$ cat src/rtl/fd_pkg.sv
package fd_pkg;

  typedef enum logic [1:0] {
    TAG_MID   = 2'b00,
    TAG_FIRST = 2'b01,
    TAG_LAST  = 2'b10
  } beat_tag_e;

  localparam logic [7:0] SOI_HI = 8'hFF;
  localparam logic [7:0] SOI_LO = 8'hD8;

  // Header content: starts with the image-start pair, then a filler pattern.
  function automatic logic [7:0] hdr_byte(input int unsigned idx);
    if (idx == 0) return SOI_HI;
    if (idx == 1) return SOI_LO;
    return 8'((idx * 29) ^ 32'h5A);
  endfunction

  // True when a beat can open an image-start pair: first byte of a packet
  // that has at least one more byte.
  function automatic logic soi_lead(input logic [7:0] b, input logic sop,
                                    input logic eop);
    return sop && !eop && (b == SOI_HI);
  endfunction

endpackage

$ cat src/rtl/fd_hdr_rom.sv
module fd_hdr_rom #(
  parameter int HDR_BYTES = 8,
  parameter int IDX_W     = 3
) (
  input  logic [IDX_W-1:0] idx,
  output logic [7:0]       hdr_out
);
  logic [7:0] rom [HDR_BYTES];

  for (genvar g = 0; g < HDR_BYTES; g++) begin : g_rom
    assign rom[g] = fd_pkg::hdr_byte(g);
  end

  always_comb begin
    hdr_out = 8'h00;
    if (32'(idx) < HDR_BYTES) hdr_out = rom[idx];
  end
endmodule

$ cat src/rtl/fd_boundary_track.sv
module fd_boundary_track (
  input  logic clk,
  input  logic rst_n,
  input  logic mode_jpeg,
  input  logic set_evt,
  input  logic clr_evt,
  output logic pending
);
  always_ff @(posedge clk) begin
    if (!rst_n)         pending <= 1'b0;
    else if (mode_jpeg) pending <= 1'b0;
    else if (set_evt)   pending <= 1'b1;
    else if (clr_evt)   pending <= 1'b0;
  end

  AST_PEND_DROP_JPEG: assert property (@(posedge clk) disable iff (!rst_n)
    mode_jpeg |=> !pending);
  AST_PEND_FROM_EMPTY: assert property (@(posedge clk) disable iff (!rst_n)
    $rose(pending) |-> $past(set_evt));
endmodule

$ cat src/rtl/fd_seq_fsm.sv
module fd_seq_fsm
  import fd_pkg::*;
#(
  parameter int HDR_BYTES = 8,
  parameter int IDX_W     = 3
) (
  input  logic             clk,
  input  logic             rst_n,
  input  logic             mode_jpeg,
  input  logic             pending,
  input  logic [7:0]       rom_byte,
  output logic [IDX_W-1:0] hdr_idx,
  output logic             set_evt,
  output logic             clr_evt,
  input  logic             in_valid,
  output logic             in_ready,
  input  logic             in_empty,
  input  logic             in_sop,
  input  logic             in_eop,
  input  logic [7:0]       in_data,
  output logic             out_valid,
  input  logic             out_ready,
  output logic [1:0]       out_tag,
  output logic             out_nodata,
  output logic [7:0]       out_data
);
  localparam logic [IDX_W-1:0] HDR_LAST = IDX_W'(HDR_BYTES - 1);

  typedef enum logic [2:0] {
    ST_PASS, ST_SOI2, ST_FLUSH, ST_JLAST, ST_HDR, ST_RLAST, ST_RFIRST
  } st_e;

  st_e state, state_nxt;

  // Named events for the assertions and the control below.
  logic pass_empty, pass_rawcut, pass_soi, soi_match;
  assign pass_empty  = in_valid && in_empty;
  assign pass_rawcut = in_valid && !in_empty && in_sop && !mode_jpeg && pending;
  assign pass_soi    = in_valid && !in_empty && mode_jpeg &&
                       soi_lead(in_data, in_sop, in_eop);
  assign soi_match   = in_valid && !in_empty && (in_data == SOI_LO);

  always_comb begin
    state_nxt  = state;
    out_valid  = 1'b0;
    out_tag    = TAG_MID;
    out_nodata = 1'b0;
    out_data   = in_data;
    in_ready   = 1'b0;
    unique case (state)
      ST_PASS: begin
        if (pass_empty) begin
          in_ready = 1'b1;
        end else if (pass_rawcut) begin
          state_nxt = ST_RLAST;
        end else if (pass_soi) begin
          in_ready  = 1'b1;
          state_nxt = ST_SOI2;
        end else begin
          out_valid = in_valid;
          in_ready  = out_ready;
        end
      end
      ST_SOI2: begin
        if (in_valid) begin
          if (soi_match) begin
            in_ready  = 1'b1;
            state_nxt = ST_JLAST;
          end else begin
            state_nxt = ST_FLUSH;
          end
        end
      end
      ST_FLUSH: begin
        out_valid = 1'b1;
        out_data  = SOI_HI;
        if (out_ready) state_nxt = ST_PASS;
      end
      ST_JLAST, ST_RLAST: begin
        out_valid  = 1'b1;
        out_tag    = TAG_LAST;
        out_nodata = 1'b1;
        out_data   = 8'h00;
        if (out_ready) state_nxt = (state == ST_JLAST) ? ST_HDR : ST_RFIRST;
      end
      ST_HDR: begin
        out_valid = 1'b1;
        out_tag   = TAG_FIRST;
        out_data  = rom_byte;
        if (out_ready && hdr_idx == HDR_LAST) state_nxt = ST_PASS;
      end
      ST_RFIRST: begin
        out_valid  = 1'b1;
        out_tag    = TAG_FIRST;
        out_nodata = 1'b1;
        out_data   = 8'h00;
        if (out_ready) state_nxt = ST_PASS;
      end
      default: state_nxt = ST_PASS;
    endcase
  end

  assign set_evt = (state == ST_PASS) && pass_empty && !mode_jpeg;
  assign clr_evt = (state == ST_RFIRST) && out_ready;

  always_ff @(posedge clk) begin
    if (!rst_n) begin
      state   <= ST_PASS;
      hdr_idx <= '0;
    end else begin
      state <= state_nxt;
      if (state == ST_HDR && out_ready)
        hdr_idx <= (hdr_idx == HDR_LAST) ? '0 : hdr_idx + 1'b1;
    end
  end

  AST_MARK_BLOCKS_INPUT: assert property (@(posedge clk) disable iff (!rst_n)
    (out_valid && out_tag != TAG_MID) |-> !in_ready);
  AST_LAST_THEN_FIRST: assert property (@(posedge clk) disable iff (!rst_n)
    (out_valid && out_ready && out_tag == TAG_LAST) |=>
      (out_valid && out_tag == TAG_FIRST));
  AST_HOLD_STALLED: assert property (@(posedge clk) disable iff (!rst_n)
    (out_valid && !out_ready && state != ST_PASS) |=>
      (out_valid && $stable(out_tag) && $stable(out_data) &&
       $stable(out_nodata)));
  AST_HDR_IDX_RANGE: assert property (@(posedge clk) disable iff (!rst_n)
    hdr_idx <= HDR_LAST);
  AST_EMPTY_SILENT: assert property (@(posedge clk) disable iff (!rst_n)
    (state == ST_PASS && pass_empty) |-> !out_valid);
endmodule

$ cat src/rtl/fd_iso_framer.sv
module fd_iso_framer #(
  parameter int HDR_BYTES = 8
) (
  input  logic       clk,
  input  logic       rst_n,
  input  logic       mode_jpeg,
  input  logic       in_valid,
  output logic       in_ready,
  input  logic       in_empty,
  input  logic       in_sop,
  input  logic       in_eop,
  input  logic [7:0] in_data,
  output logic       out_valid,
  input  logic       out_ready,
  output logic [1:0] out_tag,
  output logic       out_nodata,
  output logic [7:0] out_data
);
  localparam int IDX_W = (HDR_BYTES > 1) ? $clog2(HDR_BYTES) : 1;

  logic [IDX_W-1:0] hdr_idx;
  logic [7:0]       rom_byte;
  logic             pending, set_evt, clr_evt;

  fd_hdr_rom #(.HDR_BYTES(HDR_BYTES), .IDX_W(IDX_W)) u_rom (
    .idx     (hdr_idx),
    .hdr_out (rom_byte)
  );

  fd_boundary_track u_track (
    .clk       (clk),
    .rst_n     (rst_n),
    .mode_jpeg (mode_jpeg),
    .set_evt   (set_evt),
    .clr_evt   (clr_evt),
    .pending   (pending)
  );

  fd_seq_fsm #(.HDR_BYTES(HDR_BYTES), .IDX_W(IDX_W)) u_fsm (
    .clk        (clk),
    .rst_n      (rst_n),
    .mode_jpeg  (mode_jpeg),
    .pending    (pending),
    .rom_byte   (rom_byte),
    .hdr_idx    (hdr_idx),
    .set_evt    (set_evt),
    .clr_evt    (clr_evt),
    .in_valid   (in_valid),
    .in_ready   (in_ready),
    .in_empty   (in_empty),
    .in_sop     (in_sop),
    .in_eop     (in_eop),
    .in_data    (in_data),
    .out_valid  (out_valid),
    .out_ready  (out_ready),
    .out_tag    (out_tag),
    .out_nodata (out_nodata),
    .out_data   (out_data)
  );
endmodule

$ cat config.mk
export PLATFORM = sky130hd
export DESIGN_NAME = fd_iso_framer
export DESIGN_NICKNAME = d
export VERILOG_FILES = /design/src/rtl/fd_pkg.sv /design/src/rtl/fd_hdr_rom.sv /design/src/rtl/fd_boundary_track.sv /design/src/rtl/fd_seq_fsm.sv /design/src/rtl/fd_iso_framer.sv
export SDC_FILE = /design/constraint.sdc
export NUM_CORES = 1
export LEC_CHECK = 0
export ABC_CLOCK_PERIOD_IN_PS = 1900
export BUFFER_PORTS_ARGS = -buffer_cell sky130_fd_sc_hd__buf_2
export CAP_MARGIN = 10
export CELL_PAD_IN_SITES_DETAIL_PLACEMENT = 0
export CELL_PAD_IN_SITES_GLOBAL_PLACEMENT = 1
export CORE_UTILIZATION = 34
export CTS_BUF_LIST = sky130_fd_sc_hd__clkbuf_16
export DETAILED_ROUTE_END_ITERATION = 6
export GPL_TIMING_DRIVEN = 0
export PLACE_DENSITY_LB_ADDON = 0.25
export SETUP_SLACK_MARGIN = 0.1
export SYNTH_ARGS = -nofsm -noshare
export SYNTH_HDL_FRONTEND = slang
export SYNTH_SLANG_ARGS = --single-unit
export TNS_END_PERCENT = 5
$ cat constraint.sdc
create_clock -name clk -period 1.9 [get_ports clk]
set_input_delay 0 -clock clk [delete_from_list [all_inputs] [get_ports clk]]
set_output_delay 0 -clock clk [all_outputs]
set_load 0.1 [all_outputs]
==> impl_metrics.toml <==
[power]
leakage_uw = 0.000504
powerDensity_mw_per_mm2 = 589
clockPowerShare_pct = 52.6
pwr-share-seq_pct = 22.2
internal-power_uw = 465
switching_share_pct = 31.1
irDropWorstVdd_uv = 597
combPwrFrac_pct = 25.2
p_switching_uw = 210

[drt]
first_pass_iters = 4
ant_nets = 0
dr.first_iter.drc_count = 15
vias = 921
wire_per_inst_um = 12.0
vias_per_cell = 5.23
routed_wl_mm = 2.11
drc = 0

[min_path]
hold_class = "in -> reg"

[logic_synthesis]
synth_edf_count = 0
synth-adder-area-share_pct = 8.94
synth_compound_area_share_pct = 25.9
synth_top_area_share_pct = 16.7
syn-cell-area_um2 = 840
ys_types = 33
synth_ff_type = "dfxtp_1"
yosysSeqAreaShare_pct = 16.7
synthMuxAreaShare_pct = 5.96
synthArstFlopShare_pct = 0
syn_avg_cell_area_um2 = 7.30
synth-simple-area-share_pct = 35.8
synth_top_family_by_area = "simple AND/OR/NAND/NOR gates"
ys_top_cells_by_area = "dfxtp_1 (17%), ha_1 (8.9%), nand2_1 (8.0%)"
yosysWarnings = 0
synth-seq-cells = 7
synthesis.nets = 137
yosys.area.top_type = "dfxtp_1"
synth_xor_area_share_pct = 0
synth_cells = 115

[die]
io_pins = 29
die_x_um = 51.7
core_area_mm2 = 0.00228
die_h_um = 51.7
num_rows = 17
dieArea_mm2 = 0.00267
initial_core_util_pct = 36.9

[outcome]
outcome = "complete, no violations"

[sta]
finalSetupViolCount = 0
rsz0062_at_grt = "true"
worstMarginPinSlew_ps = 485
min_period_ps = 1790
slew_viol_final = 0
hold_violations = 0
fmax_ghz = 0.560
relSlewSlack_pct = 67.9
period_share_pct = 94.0
fin_skew_ps = 0.395

[global_routing]
grt_overflow = 0
grt_pass1_wl_mm = 3.63
grt_pass1_vias = 847
antenna_found_initial = 0
grt_util_all_layers_pct = 18.5
grt_max_degree = 11

[worst_setup_path]
critical_path.startpoint_type = "flop"
path_max_fanout = 7
critPathKind = "reg -> out"
cp.required_ps = 1900
end_kind = "primary output"
crit_arrival_ps = 1790

[clocking]
ctsLongestPathBuffers = 2
cts_tree = "yes"
cts-buffers-inserted = 3
clk_latency_ps = 230
cts.clk_slew.worst_paths_ps = 40
ctsHtreeMaxLevel = 1
cts_sinks = 7
cts_root_buf = "clkbuf_16"

[finish]
final_area_mm2 = 0.00115
num_antenna_cells = 0
nets = 171
fill_cells = 231
syn_to_final_growth_pct = 36.5
drive_above_1_share_pct = 33.1
final_util_pct = 50.4

[run]
drv_cap = 0

[placed_design]
gp_congestion = 0.793
place.port_buffers = 28
dpl-instance-area_mm2 = 0.00103
hpwl_mm = 1.73
synth_stat cells (3+ instances only):
cell type and instances:
mux2i_1 5, nand3_1 4, a31oi_1 4, nor2b_1 3, ha_1 6, o211ai_1 3, inv_1 5, nand2b_1 5
o21ai_1 3, nand2_1 18, nor2_1 5, o21ai_0 12, a21oi_1 6, buf_2 6, dfxtp_1 7
cell families after synthesis:
group                    count (synthesis)
multiplexers                             5
AO/OA/AOI/OAI                           34
buffers and inverters                   13
AND/OR/NAND/NOR                         50
adder cells (fa/ha/maj)                  6
flip-flops                               7
cell usage in the layout, fill, tap and decap left out, types with 2 or more instances in the layout:
| cell | n |
|---|---|
| and3_1 | 2 |
| nor2b_1 | 2 |
| clkbuf_16 | 3 |
| nand3_1 | 4 |
| mux2i_1 | 5 |
| inv_1 | 6 |
| nand2_1 | 18 |
| nand2b_1 | 5 |
| o21ai_2 | 3 |
| nor3b_1 | 2 |
| o21ai_0 | 4 |
| a31oi_1 | 4 |
| a21oi_1 | 6 |
| o21ai_1 | 8 |
| or3_1 | 2 |
| o211ai_1 | 3 |
| clkbuf_4 | 4 |
| dfxtp_1 | 6 |
| buf_4 | 2 |
| ha_1 | 6 |
| nand4b_1 | 2 |
| buf_2 | 27 |
| nor2_1 | 5 |
power by group through the flow:
stage	Clock [uW]	Sequential [uW]	Combinational, uW
2_1_floorplan	0	152	124
3_3_place_gp	0	152	163
3_5_place_dp	0	152	163
4_1_cts	368	150	167
5_1_grt	377	150	179
6_report	355	150	170
through the flow:
step,instances,TNS [ps],hold slack [ps],total power [uW],setup WS [ps]
global route,176,0,84.8,705,33.1
floorplan,115,-2720,83.1,275,-398
global placement,171,0,244,315,240
CTS,176,0,72.1,685,29.6
finish,176,0,76.3,675,115
detailed placement,171,0,242,315,192
area by class of cell:
type | count | area, um^2 | share of cell area [%]
clock buffers | 3 | 75.1 | 6.55
flip-flops and latches | 7 | 141 | 12.3
multi-input cells | 95 | 662 | 57.8
repair buffers | 29 | 171 | 15.0
inverters | 5 | 18.8 | 1.64
plain buffers | 8 | 38.8 | 3.38
clock inverters | 1 | 3.75 | 0.328
well taps | 28 | 35.0 | 3.06
what timing repair did:
action	CTS	global route
buffers inserted	0	0
endpoints found under the setup margin	9	10
resized for setup	4	8
hold buffers	1	0
pin swaps	0	0
gates cloned	0	0
endpoints found under the hold margin	1	0
registers in the layout (all words and copies together) (netlist names):
| register | flops |
|---|---|
| u_fsm.hdr_idx | 3 |
| u_fsm.state | 3 |
| u_track.pending | 1 |
path summary, 6_finish.rpt:
path                                      start  slack [ps]                            to  depth (start not counted)
setup / recovery  u_fsm.hdr_idx[1]$_SDFFE_PN0P_         110                   out_data[5]                          6
hold / removal                            rst_n          80   u_fsm.state[2]$_SDFFE_PN0P_                          3
setup reg to reg  u_fsm.hdr_idx[1]$_SDFFE_PN0P_         320   u_fsm.state[0]$_SDFFE_PN0P_                          6
hold reg to reg    u_track.pending$_SDFFE_PP0P_         500  u_track.pending$_SDFFE_PP0P_                          2
critical path, cell delays in order (launching register included):
cell and delay [ps]:
dfxtp_1 430, inv_1 90, ha_1 200, or3_1 350, a21oi_1 160, o21ai_1 80, buf_4 240
routing by layer:
layer  vias up  GRT usage, %  part of all wire [%]
li1        477             -                     -
met1       417          21.0                    48
met2        23          32.3                    45
met3         4          1.17                   4.1
met4         0          13.5                   2.7
met5         -             0                     0
Power figures use the tool's default switching activity.
